[config.mk]
export PLATFORM = sky130hd
export DESIGN_NAME = rrc_top
export DESIGN_NICKNAME = d
export VERILOG_FILES = /design/src/rtl/rrc_pkg.sv /design/src/rtl/rrc_row_cursor.sv /design/src/rtl/rrc_run_tracker.sv /design/src/rtl/rrc_rect_reg.sv /design/src/rtl/rrc_top.sv
export SDC_FILE = /design/constraint.sdc
export NUM_CORES = 1
export LEC_CHECK = 0
export ABC_AREA = 1
export BUFFER_PORTS_ARGS = -buffer_cell sky130_fd_sc_hd__buf_2
export CAP_MARGIN = 20
export CORE_ASPECT_RATIO = 1.4
export CORE_MARGIN = 5
export CORE_UTILIZATION = 50
export DETAILED_ROUTE_END_ITERATION = 10
export PLACE_DENSITY = 0.73
export SETUP_SLACK_MARGIN = 0.1
export SYNTH_ARGS = -nofsm -noshare
export SYNTH_HDL_FRONTEND = slang
export SYNTH_SLANG_ARGS = --single-unit
[constraint.sdc]
create_clock -name clk -period 3.33 [get_ports clk]
set_clock_uncertainty 0.05 [all_clocks]
set_input_delay 0.1665 -clock clk [delete_from_list [all_inputs] [get_ports clk]]
set_output_delay 0.1665 -clock clk [all_outputs]
set_load 0.005 [all_outputs]
[src/rtl/rrc_pkg.sv]
package rrc_pkg;
  typedef enum logic [1:0] {
    ST_IDLE = 2'd0,
    ST_SCAN = 2'd1,
    ST_EMIT = 2'd2,
    ST_DONE = 2'd3
  } rrc_state_e;
endpackage

[src/rtl/rrc_row_cursor.sv]
module rrc_row_cursor #(
  parameter int ROW_W = 12
) (
  input  logic             clk,
  input  logic             rst_n,
  input  logic             clear_i,
  input  logic             step_i,
  input  logic [ROW_W-1:0] rows_i,
  output logic [ROW_W-1:0] row_o,
  output logic             last_o
);
  logic [ROW_W-1:0] row_q;

  always_ff @(posedge clk) begin
    if (!rst_n)       row_q <= '0;
    else if (clear_i) row_q <= '0;
    else if (step_i)  row_q <= row_q + 1'b1;
  end

  assign row_o  = row_q;
  assign last_o = (row_q == rows_i - 1'b1);
endmodule

[src/rtl/rrc_run_tracker.sv]
module rrc_run_tracker #(
  parameter int ROW_W = 12
) (
  input  logic             clk,
  input  logic             rst_n,
  input  logic             clear_i,
  input  logic             open_i,
  input  logic             close_i,
  input  logic [ROW_W-1:0] row_i,
  output logic             open_o,
  output logic [ROW_W-1:0] first_o
);
  logic             open_q;
  logic [ROW_W-1:0] first_q;

  always_ff @(posedge clk) begin
    if (!rst_n || clear_i) begin
      open_q  <= 1'b0;
      first_q <= '0;
    end else if (close_i) begin
      open_q <= 1'b0;
    end else if (open_i) begin
      open_q  <= 1'b1;
      first_q <= row_i;
    end
  end

  assign open_o  = open_q;
  assign first_o = first_q;
endmodule

[src/rtl/rrc_rect_reg.sv]
module rrc_rect_reg #(
  parameter int ROW_W = 12,
  parameter int COL_W = 12
) (
  input  logic             clk,
  input  logic             rst_n,
  input  logic             load_i,
  input  logic [COL_W-1:0] x_i,
  input  logic [ROW_W-1:0] y_i,
  input  logic [COL_W-1:0] w_i,
  input  logic [ROW_W-1:0] h_i,
  input  logic             ready_i,
  output logic             valid_o,
  output logic             accept_o,
  output logic [COL_W-1:0] x_o,
  output logic [ROW_W-1:0] y_o,
  output logic [COL_W-1:0] w_o,
  output logic [ROW_W-1:0] h_o
);
  logic valid_q;

  assign accept_o = valid_q && ready_i;

  always_ff @(posedge clk) begin
    if (!rst_n) begin
      valid_q <= 1'b0;
      x_o     <= '0;
      y_o     <= '0;
      w_o     <= '0;
      h_o     <= '0;
    end else if (load_i) begin
      valid_q <= 1'b1;
      x_o     <= x_i;
      y_o     <= y_i;
      w_o     <= w_i;
      h_o     <= h_i;
    end else if (accept_o) begin
      valid_q <= 1'b0;
    end
  end

  assign valid_o = valid_q;
endmodule

[src/rtl/rrc_top.sv]
module rrc_top #(
  parameter int ROW_W = 12,
  parameter int COL_W = 12
) (
  input  logic             clk,
  input  logic             rst_n,
  input  logic             start_i,
  input  logic             full_i,
  input  logic [ROW_W-1:0] rows_i,
  input  logic [COL_W-1:0] width_i,
  output logic [ROW_W-1:0] lookup_row_o,
  input  logic             lookup_dirty_i,
  output logic             rect_valid_o,
  input  logic             rect_ready_i,
  output logic [COL_W-1:0] rect_x_o,
  output logic [ROW_W-1:0] rect_y_o,
  output logic [COL_W-1:0] rect_w_o,
  output logic [ROW_W-1:0] rect_h_o,
  output logic             done_o
);
  import rrc_pkg::*;

  // Height of a run that starts at first and ends just before past_end.
  function automatic logic [ROW_W-1:0] span_rows(input logic [ROW_W-1:0] first,
                                                 input logic [ROW_W-1:0] past_end);
    return past_end - first;
  endfunction

  rrc_state_e       state_q;
  logic [ROW_W-1:0] rows_q;
  logic [COL_W-1:0] width_q;
  logic             final_q;

  // named internal events
  logic             start_take;
  logic             scanning;
  logic             row_last;
  logic             run_open;
  logic [ROW_W-1:0] run_first;
  logic [ROW_W-1:0] cur_row;
  logic             run_begin;
  logic             run_end_clean;
  logic             run_end_tail;
  logic             emit_ev;
  logic             rect_accept;
  logic             cursor_clear;
  logic             load_rect;
  logic [ROW_W-1:0] load_y;
  logic [ROW_W-1:0] load_h;
  logic [COL_W-1:0] load_w;

  assign start_take    = start_i && (state_q == ST_IDLE);
  assign scanning      = (state_q == ST_SCAN);
  assign run_begin     = scanning && lookup_dirty_i && !run_open;
  assign run_end_clean = scanning && !lookup_dirty_i && run_open;
  assign run_end_tail  = scanning && lookup_dirty_i && row_last;
  assign emit_ev       = run_end_clean || run_end_tail;
  assign cursor_clear  = start_take;

  rrc_row_cursor #(.ROW_W(ROW_W)) u_cursor (
    .clk     (clk),
    .rst_n   (rst_n),
    .clear_i (cursor_clear),
    .step_i  (scanning),
    .rows_i  (rows_q),
    .row_o   (cur_row),
    .last_o  (row_last)
  );

  rrc_run_tracker #(.ROW_W(ROW_W)) u_run (
    .clk     (clk),
    .rst_n   (rst_n),
    .clear_i (cursor_clear),
    .open_i  (run_begin),
    .close_i (emit_ev),
    .row_i   (cur_row),
    .open_o  (run_open),
    .first_o (run_first)
  );

  always_comb begin
    load_rect = 1'b0;
    load_y    = '0;
    load_h    = '0;
    load_w    = width_q;
    if (start_take && full_i && (rows_i != '0)) begin
      load_rect = 1'b1;
      load_y    = '0;
      load_h    = rows_i;
      load_w    = width_i;
    end else if (run_end_clean) begin
      load_rect = 1'b1;
      load_y    = run_first;
      load_h    = span_rows(run_first, cur_row);
    end else if (run_end_tail) begin
      load_rect = 1'b1;
      load_y    = run_open ? run_first : cur_row;
      load_h    = span_rows(load_y, rows_q);
    end
  end

  rrc_rect_reg #(.ROW_W(ROW_W), .COL_W(COL_W)) u_rect (
    .clk      (clk),
    .rst_n    (rst_n),
    .load_i   (load_rect),
    .x_i      ('0),
    .y_i      (load_y),
    .w_i      (load_w),
    .h_i      (load_h),
    .ready_i  (rect_ready_i),
    .valid_o  (rect_valid_o),
    .accept_o (rect_accept),
    .x_o      (rect_x_o),
    .y_o      (rect_y_o),
    .w_o      (rect_w_o),
    .h_o      (rect_h_o)
  );

  always_ff @(posedge clk) begin
    if (!rst_n) begin
      state_q <= ST_IDLE;
      rows_q  <= '0;
      width_q <= '0;
      final_q <= 1'b0;
    end else begin
      unique case (state_q)
        ST_IDLE: begin
          if (start_take) begin
            rows_q  <= rows_i;
            width_q <= width_i;
            final_q <= 1'b1;
            if (rows_i == '0)  state_q <= ST_DONE;
            else if (full_i)   state_q <= ST_EMIT;
            else               state_q <= ST_SCAN;
          end
        end
        ST_SCAN: begin
          if (emit_ev) begin
            final_q <= row_last;
            state_q <= ST_EMIT;
          end else if (row_last) begin
            state_q <= ST_DONE;
          end
        end
        ST_EMIT: begin
          if (rect_accept) state_q <= final_q ? ST_DONE : ST_SCAN;
        end
        ST_DONE: state_q <= ST_IDLE;
        default: state_q <= ST_IDLE;
      endcase
    end
  end

  assign lookup_row_o = cur_row;
  assign done_o       = (state_q == ST_DONE);
endmodule

After elaboration in Yosys (flattened, before gate mapping)
Index checks and enable logic that the tools add are counted.
{ "word_totals": {"wordCells": 74, "ff_bits": 89, "out_inout_bits": 62, "in_bits": 30} }
{ "op_classes": {"eq_ne": 8, "mux": 24, "n_bitwise": 2, "reduce_logical": 25, "addsub": 4} }
{ "ops": {"columns": ["cell", "n"], "rows": [
  ["$mux 12", 8],
  ["$sub 12x12->12", 2],
  ["$mux 2", 7],
  ["$add 12x1->12 const B", 1],
  ["$eq 12x12->1", 1],
  ["$logic_not 12->1", 1],
  ["$reduce_bool 12->1", 1],
  ["$sub 12x1->12 const B", 1],
  ["$logic_and 1x1->1", 9],
  ["$pmux 2 s4", 1],
  ["$mux 1", 7],
  ["$reduce_and 3->1", 2],
  ["$eq 2x2->1 const B", 2],
  ["$ne 2x2->1 const B", 2],
  ["$reduce_and 2->1", 2],
  ["$reduce_bool 2->1", 2],
  ["$reduce_or 2->1", 2],
  ["$logic_not 1->1", 3],
  ["$ne 3x1->1 const B", 1],
  ["$eq 2x1->1 const B", 1],
  ["$logic_not 2->1", 1],
  ["$logic_or 1x1->1", 2],
  ["$ne 2x1->1 const B", 1],
  ["$not 1->1", 2],
  ["$pmux 1 s2", 1]
]} }

Logic depth before layout (Yosys ltp)
{ "logic_depth": {"depth_word": 7, "mapped_depth": 19, "depth_no_buf": 18} }

Modules after synthesis
Synthesis repeated with hierarchy kept, for this count alone.
{ "hier_totals": {"hier_cells": 1010, "area_unflattened_um2": 6328.6} }
{ "by_module_without_submodules": {"columns": ["mod", "cells_per_inst", "instances", "area_per_inst_um2", "seq_area_each_um2"], "rows": [
  ["rrc_top", 538, 1, 3027.9, 540.5],
  ["rrc_rect_reg", 215, 1, 1704.1, 980.9],
  ["rrc_row_cursor", 173, 1, 1029.7, 240.2],
  ["rrc_run_tracker", 84, 1, 566.8, 260.2]
]} }

Worst setup path after synthesis
Ideal clock, no wire load.
{ "synth_timing": {"kind": "register to register", "from": "register u_run.open_q (netlist: u_run.open_o)", "to": "register u_rect.h_o[10]", "required_time_ns": 3.165, "setup_time_ns": 0.115, "path_buffers": 1, "t_arrival_ns": 2.450, "synth_period_minus_slack_ns": 2.615, "setup_slack_ns": 0.715, "path_stages_with_launch": 19, "path_cell_list": "dfxtp_1 -> clkbuf_1 -> nand2_1 -> o21ai_0 -> ha_1 -> inv_1 -> fa_1 -> nand3_1 -> nand3_1 -> nand2_1 -> nand2_1 -> nand2_1 -> nand2_1 -> a21o_1 -> or2_2 -> nand3_1 -> nor2_1 -> nor2_1 -> nor2_1"} }
{ "synth_via": {"elab_chain_len": 5, "elab_cells_between_ends": 8, "cone_classes": "add/sub: 1; mux: 6; reduce/logical: 1"} }
{ "synth_lines": {"columns": ["element", "line_no", "rtl"], "rows": [
  ["start, declared", "rrc_run_tracker.sv:13", "logic open_q;"],
  ["start signal, assigned", "rrc_run_tracker.sv:18", "open_q <= 1'b0;"],
  ["start signal, assigned", "rrc_run_tracker.sv:21", "open_q <= 1'b0;"],
  ["start signal, assigned", "rrc_run_tracker.sv:23", "open_q <= 1'b1;"],
  ["$mux 12", "rrc_top.sv:97", "load_y = run_open ? run_first : cur_row;"],
  ["$sub 12x12->12", "rrc_top.sv:26", "return past_end - first;"],
  ["$mux 12", "rrc_top.sv:95", "end else if (run_end_tail) begin"],
  ["$mux 12", "rrc_top.sv:91", "end else if (run_end_clean) begin"],
  ["$mux 12", "rrc_top.sv:86", "if (start_take && full_i && (rows_i != '0)) begin"],
  ["end signal, assigned", "rrc_rect_reg.sv:36", "h_o <= h_i;"],
  ["end, declared", "rrc_rect_reg.sv:18", "output logic [ROW_W-1:0] h_o"]
]} }
Several ways; a longest one is shown, not always the timed one.
A chain may end at the register's enable or synchronous reset.

Worst setup path after layout
{ "layout_timing": {"from": "register u_cursor.row_q[0] (netlist: u_cursor.row_o[0])", "to": "register u_rect.h_o[10]"} }
{ "layout_via": {"elab_chain_len": 5, "elab_cells_between_ends": 11, "cone_classes": "add/sub: 2; eq/ne: 1; mux: 7; reduce/logical: 1"} }
{ "layout_lines": {"columns": ["element", "line_no", "rtl"], "rows": [
  ["start, declared", "rrc_row_cursor.sv:12", "logic [ROW_W-1:0] row_q;"],
  ["start signal, assigned", "rrc_row_cursor.sv:17", "else if (step_i) row_q <= row_q + 1'b1;"],
  ["$mux 12 or $eq 12x12->1 (tied branches)", "rrc_top.sv:97, rrc_row_cursor.sv:21", null],
  ["$sub 12x12->12 or $logic_and 1x1->1 (tied branches)", "rrc_top.sv:26, rrc_top.sv:56", null],
  ["$mux 12 or $mux 1 (tied branches)", "rrc_top.sv:95", null],
  ["$mux 12 or $mux 1 (tied branches)", "rrc_top.sv:91", null],
  ["$mux 12 or $mux 1 (tied branches)", "rrc_top.sv:86", null]
]} }
Several ways; a longest one is shown, not always the timed one.

==> results.md <==
- Status: complete, no violations
- Initial drt markers: 377
- Clock buffer count from CTS: 9
- Total core area: 11200 um2
- Net Sw Frac: 0.422
- Row cnt: 46
- Post-cts resize count: 0
- Most used DFF post-synth: dfxtp_1
- Via count: 5837
- Largest net degree at the start of global routing: 35
- Max capacitance violation total: 0
- Top Ports: 92
- GRT Resource Usage Total: 0.259
- Post-route setup TNS: 0 ps
- Hold crit path type: input port to flop
- Die area: 13600 um2
- Clk Latency, worst-skew pair: 350 ps
- Number of setup buffers added after CTS: 0
- Wire length of the first global-routing pass: 27800 um
- Worst-path fanout max: 6
- CP top delay family: simple AND/OR/NAND/NOR gates
- Layout cell share with drive strength beyond 1: 0.154
- Pre-antenna DRT Iters: 5
- Final hold vios: 0
- WL final: 17300 um
- N_diodes: 0
- P&R area growth vs syn: 14.0%
- FF-to-FF End: u_rect.h_o[10]
- CP Launch Type: flop
- Final Max Slew Viols: 0
- Arr. time, crit path: 3120 ps
- Initial antenna violation count: 0
- Fin nets: 997
- CP peak stage delay: 470 ps
- Commonest non-fill, non-tap cell in the layout: nand2_1
- Internal power: 2480 uW
- Clk network pwr share: 0.250
- Logic pwr share: 0.433
- Die height: 136 um
- Fmax: 0.342 GHz
- Starting Density: 0.503
- Filler-free cell count of the finished design: 1090
- VDD IR max: 0.369 mV
- Final ANT Viol Nets: 0
- Total grt overflow: 0
- Wirelength per Cell: 15.9 um
- Pwr per Cell Area: 665 nW/um2
- Ys async rst share: 0
- Slowest CP cell: dfxtp_1
- Clk sinks: 89
- Flop-to-flop setup slack: 410 ps
- Max clock buf depth: 2
- Final min period: 2920 ps
- Post-synthesis cell count: 870
- Fillcell total: 1158
- Vias in the first global route: 5608
- Via density: 5.36
- FF-to-FF Start: u_cursor.row_o[0]
- Switching power: 1810 uW
- WHS Path Cells: 3
- Post-Syn Area: 5650 um2
- Final GP Congestion: 0.974
- Critical path cell sequence: inv_1 -> o21ai_0 -> ha_1 -> inv_1 -> fa_1 -> nand3_1 -> nand3_1 -> nand2_1 -> nand2_1 -> nand2_1 -> nand2_1 -> a21o_1 -> or2_2 -> nand3_1 -> nor2_1 -> nor2_1 -> nor2_1
- RSZ-0062 raised after global routing: no
- Multi-input gate area: 3330 um2
- # DRC: 0
- WP data required: 3530 ps
- DIE WIDTH: 99.8 um
- Placed insts: 1074
- Hold_buf cts: 0
- Sequential share of power: 0.317
- R2r worst-path depth: 17
- Dpl hpwl: 13300 um
- Hold Path Sink: width_q[8]
- Pleak: 0.00301 uW
- Setup crit end kind: flop
- Most used cell, CP: nand2_1
- Crit Path Category: flop to flop
- Count of cell types in the netlist: 40
- Clk slew on worst S/H paths: 70 ps
- Final setup viols: 0
- Synthesized flop and latch total: 89
- Clock tree from TritonCTS: yes
- Final period utilization: 0.878
- Slew @ Worst Pin: 658 ps
- H-tree depth: 3
- Post-Syn Area per Cell: 6.49 um2
- Yosys warns: 0
- Register area: 1780 um2
- Clock Tree Root: clkbuf_16
- Most frequent cells in the layout: nand2_1, nor2_1, a21oi_1
- CP bufs+invs: 2
- Port Buffers: 79
- Post-synth EDFFs: 0
- Slew Limit Headroom: 0.560
- HP Start: width_i[8]
- Seq/Total Area, Yosys: 0.315
-- cells in the mapped netlist, types with 3 or more instances --
library cell,count,share of area
xnor2_1,5,0.0078
or2_2,15,0.017
buf_4,13,0.017
a21boi_0,3,0.0040
inv_2,4,0.0027
ha_1,24,0.053
nand4_1,7,0.0078
nor2_2,7,0.0078
nor3_1,20,0.018
inv_1,88,0.058
nor4_1,4,0.0044
nand2_1,189,0.13
o21ai_1,3,0.0027
o21ai_0,81,0.072
nand3_1,41,0.036
nand2_2,3,0.0033
a21oi_1,100,0.089
nor2_1,104,0.069
o21bai_1,9,0.012
xor2_1,9,0.014
buf_2,6,0.0053
dfxtp_1,89,0.32
clkbuf_1,20,0.013
nor2_4,4,0.0080
-- metal layers --
metal | GRT usage | vias to the layer above | share of wire
li1 | - | 2960 | -
met1 | 0.302 | 2638 | 0.41
met2 | 0.453 | 194 | 0.49
met3 | 0.0459 | 45 | 0.058
met4 | 0.128 | 0 | 0.046
met5 | 0 | - | 0
-- worst max path at each step --
| stage | startpoint | end | cells past startpoint |
|---|---|---|---|
| after floorplan | u_run.open_o | u_rect.h_o[10] | 18 |
| after global placement | u_cursor.row_o[0] | u_rect.h_o[10] | 17 |
| after detailed placement | u_cursor.row_o[0] | u_rect.h_o[10] | 17 |
| after CTS | u_cursor.row_o[0] | u_rect.h_o[10] | 17 |
| after global routing | u_cursor.row_o[0] | u_rect.h_o[10] | 17 |
| final | u_cursor.row_o[0] | u_rect.h_o[10] | 17 |
-- stage by stage --
stage | utilization | setup slack (ps) | instance area [um2] | total power, uW | hold WS (ps)
after global routing | 0.574 | 167 | 6440 | 4610 | 18.6
after global placement | 0.546 | 481 | 6130 | 3180 | 369
final | 0.574 | 408 | 6440 | 4280 | 6.08
after detailed placement | 0.546 | 470 | 6130 | 3200 | 378
after floorplan | - | 715 | 5690 | 2780 | 260
after CTS | 0.574 | 468 | 6440 | 4280 | 7.64
-- power groups by stage --
stage / registers (uW) / clock network, uW / logic, uW
3_5_place_dp: 1380 / 0 / 1820
3_3_place_gp: 1380 / 0 / 1800
2_1_floorplan: 1340 / 0 / 1440
6_report: 1360 / 1070 / 1860
5_1_grt: 1380 / 1120 / 2110
4_1_cts: 1350 / 1080 / 1840
-- final cells by class --
cell class	instances	area share
Inverter	92	0.0536
Multi-Input combinational cell	656	0.516
Timing Repair Buffer	93	0.0777
Clock buffer	9	0.0350
Clock inverter	7	0.0128
Tap cell	144	0.0280
Sequential cell	89	0.277
-- worst min-delay path: cells and delay by family --
family | cells | cell delay (ps)
buf+inv | 2 | 150
compound gates | 1 | 50
-- flip-flops by register name, summed over array words and instances, names as in the netlist --
signal          cells
u_rect.h_o         12
final_q             1
u_run.open_o        1
u_rect.w_o         12
rows_q             12
width_q            12
u_rect.valid_o      1
u_cursor.row_o     12
state_q             2
u_rect.y_o         12
u_run.first_o      12
-- cell families after synthesis --
kind of cell | count (synthesis) | synth area share
XOR/XNOR | 15 | 0.0246
other | 1 | 0.000664
AND/OR/NAND/NOR | 398 | 0.305
buffers and inverters | 136 | 0.103
adder cells (fa/ha/maj) | 26 | 0.0602
flip-flops | 89 | 0.315
AO/OA/AOI/OAI | 205 | 0.191
(Power assumes the default switching activity.)
